`config.mk`:
```
export PLATFORM = sky130hd
export DESIGN_NAME = pix_unpack
export DESIGN_NICKNAME = d
export VERILOG_FILES = /design/src/rtl/pix_pkg.sv /design/src/rtl/pix_byte_buf.sv /design/src/rtl/pix_decode.sv /design/src/rtl/pix_out_stage.sv /design/src/rtl/pix_unpack.sv
export SDC_FILE = /design/constraint.sdc
export NUM_CORES = 1
export LEC_CHECK = 0
export BUFFER_PORTS_ARGS = -buffer_cell sky130_fd_sc_hd__buf_2
export CAP_MARGIN = 20
export CORE_UTILIZATION = 40
export CTS_BUF_LIST = sky130_fd_sc_hd__clkbuf_8
export DETAILED_ROUTE_END_ITERATION = 8
export PLACE_DENSITY = 0.72
export SETUP_SLACK_MARGIN = 0.2
export SLEW_MARGIN = 10
export SYNTH_ARGS = -nofsm -noshare
export SYNTH_HDL_FRONTEND = slang
export SYNTH_HIERARCHICAL = 1
export SYNTH_SLANG_ARGS = --single-unit
export TNS_END_PERCENT = 10
```
`constraint.sdc`:
```
create_clock -name clk -period 3.2 [get_ports clk]
set_clock_uncertainty 0.05 [all_clocks]
set_input_delay 0.64 -clock clk [delete_from_list [all_inputs] [get_ports clk]]
set_output_delay 0.64 -clock clk [all_outputs]
set_load 0.005 [all_outputs]
```
`src/rtl/pix_pkg.sv`:
```
package pix_pkg;
  typedef enum logic [1:0] {
    FMT_RGB555   = 2'd0,
    FMT_RGB565   = 2'd1,
    FMT_RGB888P  = 2'd2,
    FMT_XRGB8888 = 2'd3
  } pix_fmt_e;

  // bytes one pixel occupies in the stream
  function automatic logic [2:0] fmt_bytes(input pix_fmt_e f);
    case (f)
      FMT_RGB555, FMT_RGB565: fmt_bytes = 3'd2;
      FMT_RGB888P:            fmt_bytes = 3'd3;
      default:                fmt_bytes = 3'd4;
    endcase
  endfunction
endpackage

```
`src/rtl/pix_byte_buf.sv`:
```
module pix_byte_buf
  import pix_pkg::*;
#(
  parameter int WORD_W    = 32,
  parameter int BUF_BYTES = 8
) (
  input  logic              clk,
  input  logic              rst,
  input  pix_fmt_e          fmt,
  input  logic [WORD_W-1:0] in_data,
  input  logic              in_valid,
  output logic              in_ready,
  input  logic              pop_req,
  output logic              avail,
  output logic [31:0]       head
);
  localparam int BUF_W  = BUF_BYTES * 8;
  localparam int CNT_W  = $clog2(BUF_BYTES + 1);
  localparam int WORD_B = WORD_W / 8;

  logic [BUF_W-1:0] store_q, merged, store_d;
  logic [CNT_W-1:0] cnt_q, merged_cnt, cnt_d, need;
  logic             take, pop;

  assign need     = CNT_W'(fmt_bytes(fmt));
  assign in_ready = (cnt_q < need);
  assign take     = in_valid && in_ready;

  always_comb begin
    merged     = store_q;
    merged_cnt = cnt_q;
    if (take) begin
      merged     = store_q | ({{(BUF_W-WORD_W){1'b0}}, in_data} << {cnt_q, 3'b000});
      merged_cnt = cnt_q + CNT_W'(WORD_B);
    end
  end

  assign avail = (merged_cnt >= need);
  assign pop   = pop_req && avail;
  assign head  = merged[31:0];

  always_comb begin
    store_d = merged;
    cnt_d   = merged_cnt;
    if (pop) begin
      store_d = merged >> {need, 3'b000};
      cnt_d   = merged_cnt - need;
    end
  end

  always_ff @(posedge clk) begin
    if (rst) begin
      store_q <= '0;
      cnt_q   <= '0;
    end else begin
      store_q <= store_d;
      cnt_q   <= cnt_d;
    end
  end

  // a full pixel never waits together with a fresh word
  assert_cnt_bound_R10: assert property (@(posedge clk) disable iff (rst)
    cnt_q <= CNT_W'(BUF_BYTES - 1));

  assert_take_grows_R10: assert property (@(posedge clk) disable iff (rst)
    (take && !pop_req) |=> (cnt_q == $past(cnt_q) + CNT_W'(WORD_B)));
endmodule

```
`src/rtl/pix_decode.sv`:
```
module pix_decode
  import pix_pkg::*;
(
  input  pix_fmt_e    fmt,
  input  logic [31:0] head,
  output logic [23:0] rgb
);
  logic [15:0] hw;
  logic [4:0]  r5, b5, g5;
  logic [5:0]  g6;

  assign hw = head[15:0];

  always_comb begin
    r5 = '0; g5 = '0; g6 = '0; b5 = hw[4:0];
    case (fmt)
      FMT_RGB555: begin
        r5  = hw[14:10];
        g5  = hw[9:5];
        rgb = {r5, r5[4:2], g5, g5[4:2], b5, b5[4:2]};
      end
      FMT_RGB565: begin
        r5  = hw[15:11];
        g6  = hw[10:5];
        rgb = {r5, r5[4:2], g6, g6[5:4], b5, b5[4:2]};
      end
      default: rgb = head[23:0];
    endcase
  end
endmodule

```
`src/rtl/pix_out_stage.sv`:
```
module pix_out_stage #(
  parameter int RGB_W = 24
) (
  input  logic             clk,
  input  logic             rst,
  input  logic             disp_en,
  input  logic             in_window,
  input  logic             in_border,
  input  logic [RGB_W-1:0] border_rgb,
  input  logic             pix_ok,
  input  logic [RGB_W-1:0] pix_in,
  output logic [RGB_W-1:0] pix_rgb,
  output logic             pix_valid
);
  always_ff @(posedge clk) begin
    if (rst) begin
      pix_rgb   <= '0;
      pix_valid <= 1'b0;
    end else begin
      pix_valid <= 1'b1;
      pix_rgb   <= '0;
      if (disp_en) begin
        if (in_window) begin
          pix_valid <= pix_ok;
          if (pix_ok) pix_rgb <= pix_in;
        end else if (in_border) begin
          pix_rgb <= border_rgb;
        end
      end
    end
  end

  assert_blank_black_R7: assert property (@(posedge clk) disable iff (rst)
    !disp_en |=> (pix_rgb == '0) && pix_valid);

  assert_border_colour_R8: assert property (@(posedge clk) disable iff (rst)
    (disp_en && !in_window && in_border) |=> (pix_rgb == $past(border_rgb)) && pix_valid);

  assert_outside_black_R9: assert property (@(posedge clk) disable iff (rst)
    (disp_en && !in_window && !in_border) |=> (pix_rgb == '0) && pix_valid);

  assert_underrun_R11: assert property (@(posedge clk) disable iff (rst)
    (disp_en && in_window && !pix_ok) |=> !pix_valid && (pix_rgb == '0));
endmodule

```
`src/rtl/pix_unpack.sv`:
```
module pix_unpack
  import pix_pkg::*;
#(
  parameter int WORD_W    = 32,
  parameter int BUF_BYTES = 8,
  parameter int RGB_W     = 24
) (
  input  logic              clk,
  input  logic              rst,
  input  logic [WORD_W-1:0] word_data,
  input  logic              word_valid,
  output logic              word_ready,
  input  logic [1:0]        fmt,
  input  logic              disp_en,
  input  logic              in_window,
  input  logic              in_border,
  input  logic [RGB_W-1:0]  border_rgb,
  output logic [RGB_W-1:0]  pix_rgb,
  output logic              pix_valid
);
  pix_fmt_e    fmt_e;
  logic        avail;
  logic [31:0] head;
  logic [23:0] dec_rgb;

  assign fmt_e = pix_fmt_e'(fmt);

  pix_byte_buf #(.WORD_W(WORD_W), .BUF_BYTES(BUF_BYTES)) u_buf (
    .clk      (clk),
    .rst      (rst),
    .fmt      (fmt_e),
    .in_data  (word_data),
    .in_valid (word_valid),
    .in_ready (word_ready),
    .pop_req  (disp_en && in_window),
    .avail    (avail),
    .head     (head)
  );

  pix_decode u_dec (
    .fmt  (fmt_e),
    .head (head),
    .rgb  (dec_rgb)
  );

  pix_out_stage #(.RGB_W(RGB_W)) u_out (
    .clk        (clk),
    .rst        (rst),
    .disp_en    (disp_en),
    .in_window  (in_window),
    .in_border  (in_border),
    .border_rgb (border_rgb),
    .pix_ok     (avail),
    .pix_in     (RGB_W'(dec_rgb)),
    .pix_rgb    (pix_rgb),
    .pix_valid  (pix_valid)
  );
endmodule

```
==> key figures <==
Run status
  – Status: complete, no violations

Power
  – Sw power: 1.679 mW
  – Int Pwr: between 2 and 3 mW
  – Total power: roughly 4.3 mW
  – Max IR drop VDD: roughly 0.21 mV
  – Comb pwr share: between 40% and 50%
  – Sequential share of power: 33.2%
  – Sw frac: approximately 39%
  – Pwr per Cell Area: 607.1 nW/um2
  – Clk pwr share: 19.7%
  – Leak: ~2.9 nW

Setup path
  – Cells on worst reg2reg path: 11
  – Levels on crit path: 10
  – CP cell instances: buf_2 -> inv_1 -> nand2_1 -> clkinv_2 -> ha_1 -> inv_1 -> ha_4 -> a31o_4 -> a211oi_1 -> buf_2
  – Worst Setup Start Kind: primary input
  – Critical path endpoint category: output pin
  – Max stage delay on crit path: 0.28 ns
  – Buf+Inv Stages, Crit Path: 5
  – Slowest cell on crit path: a211oi_1
  – Kind of critical path: in2out
  – Data arrival, critical path: around 2.1 ns
  – Worst EP required: approximately 2.5 ns
  – CP max FO: 6
  – Cell family with most CP delay: compound AO/OA/AOI/OAI gates

Floorplanning
  – Die height: roughly 130 um
  – CORE AREA: between 10000 and 15000 um2
  – Initial Utilization: about 41%
  – IO Pins: 90
  – Die Wd: 125.1 um
  – Site row count: 44
  – Die Area: approximately 16000 um2

Clock tree
  – Clock latency on the worst-skew pair: 0.37 ns
  – CTS Buf Count: 9
  – Post-CTS setup repair buffer count: 0
  – CTS tree: yes
  – PostCTS Resize Cnt: 0
  – Clock Path Buffers: 2
  – Root Buffer: clkbuf_8
  – Max H-tree Level: 3
  – Hold-fix buffers at CTS: 0
  – CTS Sinks: between 90 and 100
  – Reg clk slew, reported paths: around 0.10 ns

Timing
  – Final TNS setup: 0 ns
  – F_max: about 350 MHz
  – Worst Tran Pin Value: 0.8690 ns
  – Setup violators final: 0
  – Post-route minimum period: ~2.8 ns
  – Period utilization: 88.32%
  – RSZ-0062 raised after global routing: false
  – Fin. max-slew vios: 0
  – Final Hold Vio Count: 0
  – Slew HR: between 40 and 50%

Logic synthesis
  – YS warnings: 6
  – Mapped Cells: a little over 700
  – Post-Syn Area: 6063 um2
  – Syn avg cell area: ~8.5 um2
  – Syn nets: about 780

Place
  – DP Area: ~6800 um2
  – Dpl hpwl: around 14000 um
  – Gp weighted congestion: roughly 0.9
  – Count of buffers from port buffering: 89
  – Placed insts: just under 1k

Final layout
  – Leading cell type in the layout, fill and taps excluded: dfxtp_1
  – Most frequent cells in the layout: dfxtp_1 (92), buf_2 (89), a21oi_1 (60), buf_4 (44), nand2_1 (39)
  – Finished Core Util: 47.81%
  – N_diodes: 0
  – Share of cells above drive strength 1: 24.72%
  – Layout net count: roughly 860
  – Filler cells: ~1.4k
  – Sequential cell area: roughly 1900 um2
  – Multi-input logic area: ~3800 um2
  – Area added between synthesis and finish: 15.48%
  – Non-filler cells, final: 977
  – Final instance area: ~7000 um2

GRT
  – First-pass GRT wire length: ~30000 um
  – Vias in the first global route: approximately 5.6k
  – Antenna violations before repair: 0
  – GRT Util Overall: 23.79%
  – Largest net degree at the start of global routing: 52
  – Total gr overflow: 0

Detailed routing
  – Remaining antenna violation count: 0
  – Final wirelength: 18780 um
  – Routed vias: 6058
  – Routed wire per std cell: just under 20 um
  – Drt drc: 0
  – Vias/cell: a little over 6
  – Initial DRT Pass Iterations: 9
  – DR iter-0 viols: approximately 650

Run
  – Max Cap Viol: 0

Hold path
  – Worst hold path type: reg2reg
  – Hold Crit Depth: 2
[sequential cells by signal, indices dropped and copies added, names as in the netlist]
register	count
u_out/pix_rgb	24
u_buf/cnt_q	4
u_buf/store_q	64
u_out/pix_valid	1
[layout make-up]
cell class | instances | area share (%)
multi-input cells | 527 | 54.00
flip-flops and latches | 93 | 26.61
well taps | 184 | 3.288
inverters | 21 | 1.144
clock inverters | 4 | 0.6612
clock buffers | 12 | 2.359
repair buffers | 136 | 11.94
[power by group through the flow]
stage          registers (mW)  logic [mW]  clock network (mW)
4_1_cts                  1.41        1.97               0.846
3_3_place_gp             1.43        1.95                   0
6_report                 1.41        2.00               0.838
2_1_floorplan            1.41        1.42                   0
3_5_place_dp             1.44        1.96                   0
5_1_grt                  1.43        2.17               0.897
[metrics by stage]
step           setup WS, ns  hold slack [ns]
2_1_floorplan        0.2049           0.3995
3_3_place_gp         0.1546           0.4153
3_5_place_dp         0.1037           0.4254
4_1_cts              0.3765           0.4484
5_1_grt              0.2415           0.4679
6_report             0.3738           0.4539
[final timing paths]
path                                        start                 to  slack [ns]
worst min-delay path            u_buf/store_q[60]  u_buf/store_q[60]        0.45
worst max-delay path                       fmt[0]         word_ready        0.37
worst max register to register     u_buf/cnt_q[0]  u_buf/store_q[13]        0.39
worst min register to register  u_buf/store_q[60]  u_buf/store_q[60]        0.45
[per-layer routing]
metal | GRT usage, % | share of wire, % | vias up
met5 | 0 | 0 | -
met4 | 11.55 | 4.0 | 0
met3 | 3.808 | 5.9 | 53
met2 | 41.08 | 49 | 223
met1 | 28.80 | 41 | 2912
li1 | - | - | 2870
[worst register-to-register path, stage by stage (launching register included)]
cell and delay, ns:
dfxtp_2 0.51, inv_1 0.13, ha_1 0.23, inv_1 0.12
ha_4 0.20, a31o_4 0.17, a21oi_2 0.09, buf_12 0.16
a221o_1 0.35, a222oi_1 0.43, buf_4 0.19, a21oi_1 0.05
No activity file was read; power rests on OpenSTA's default activity.
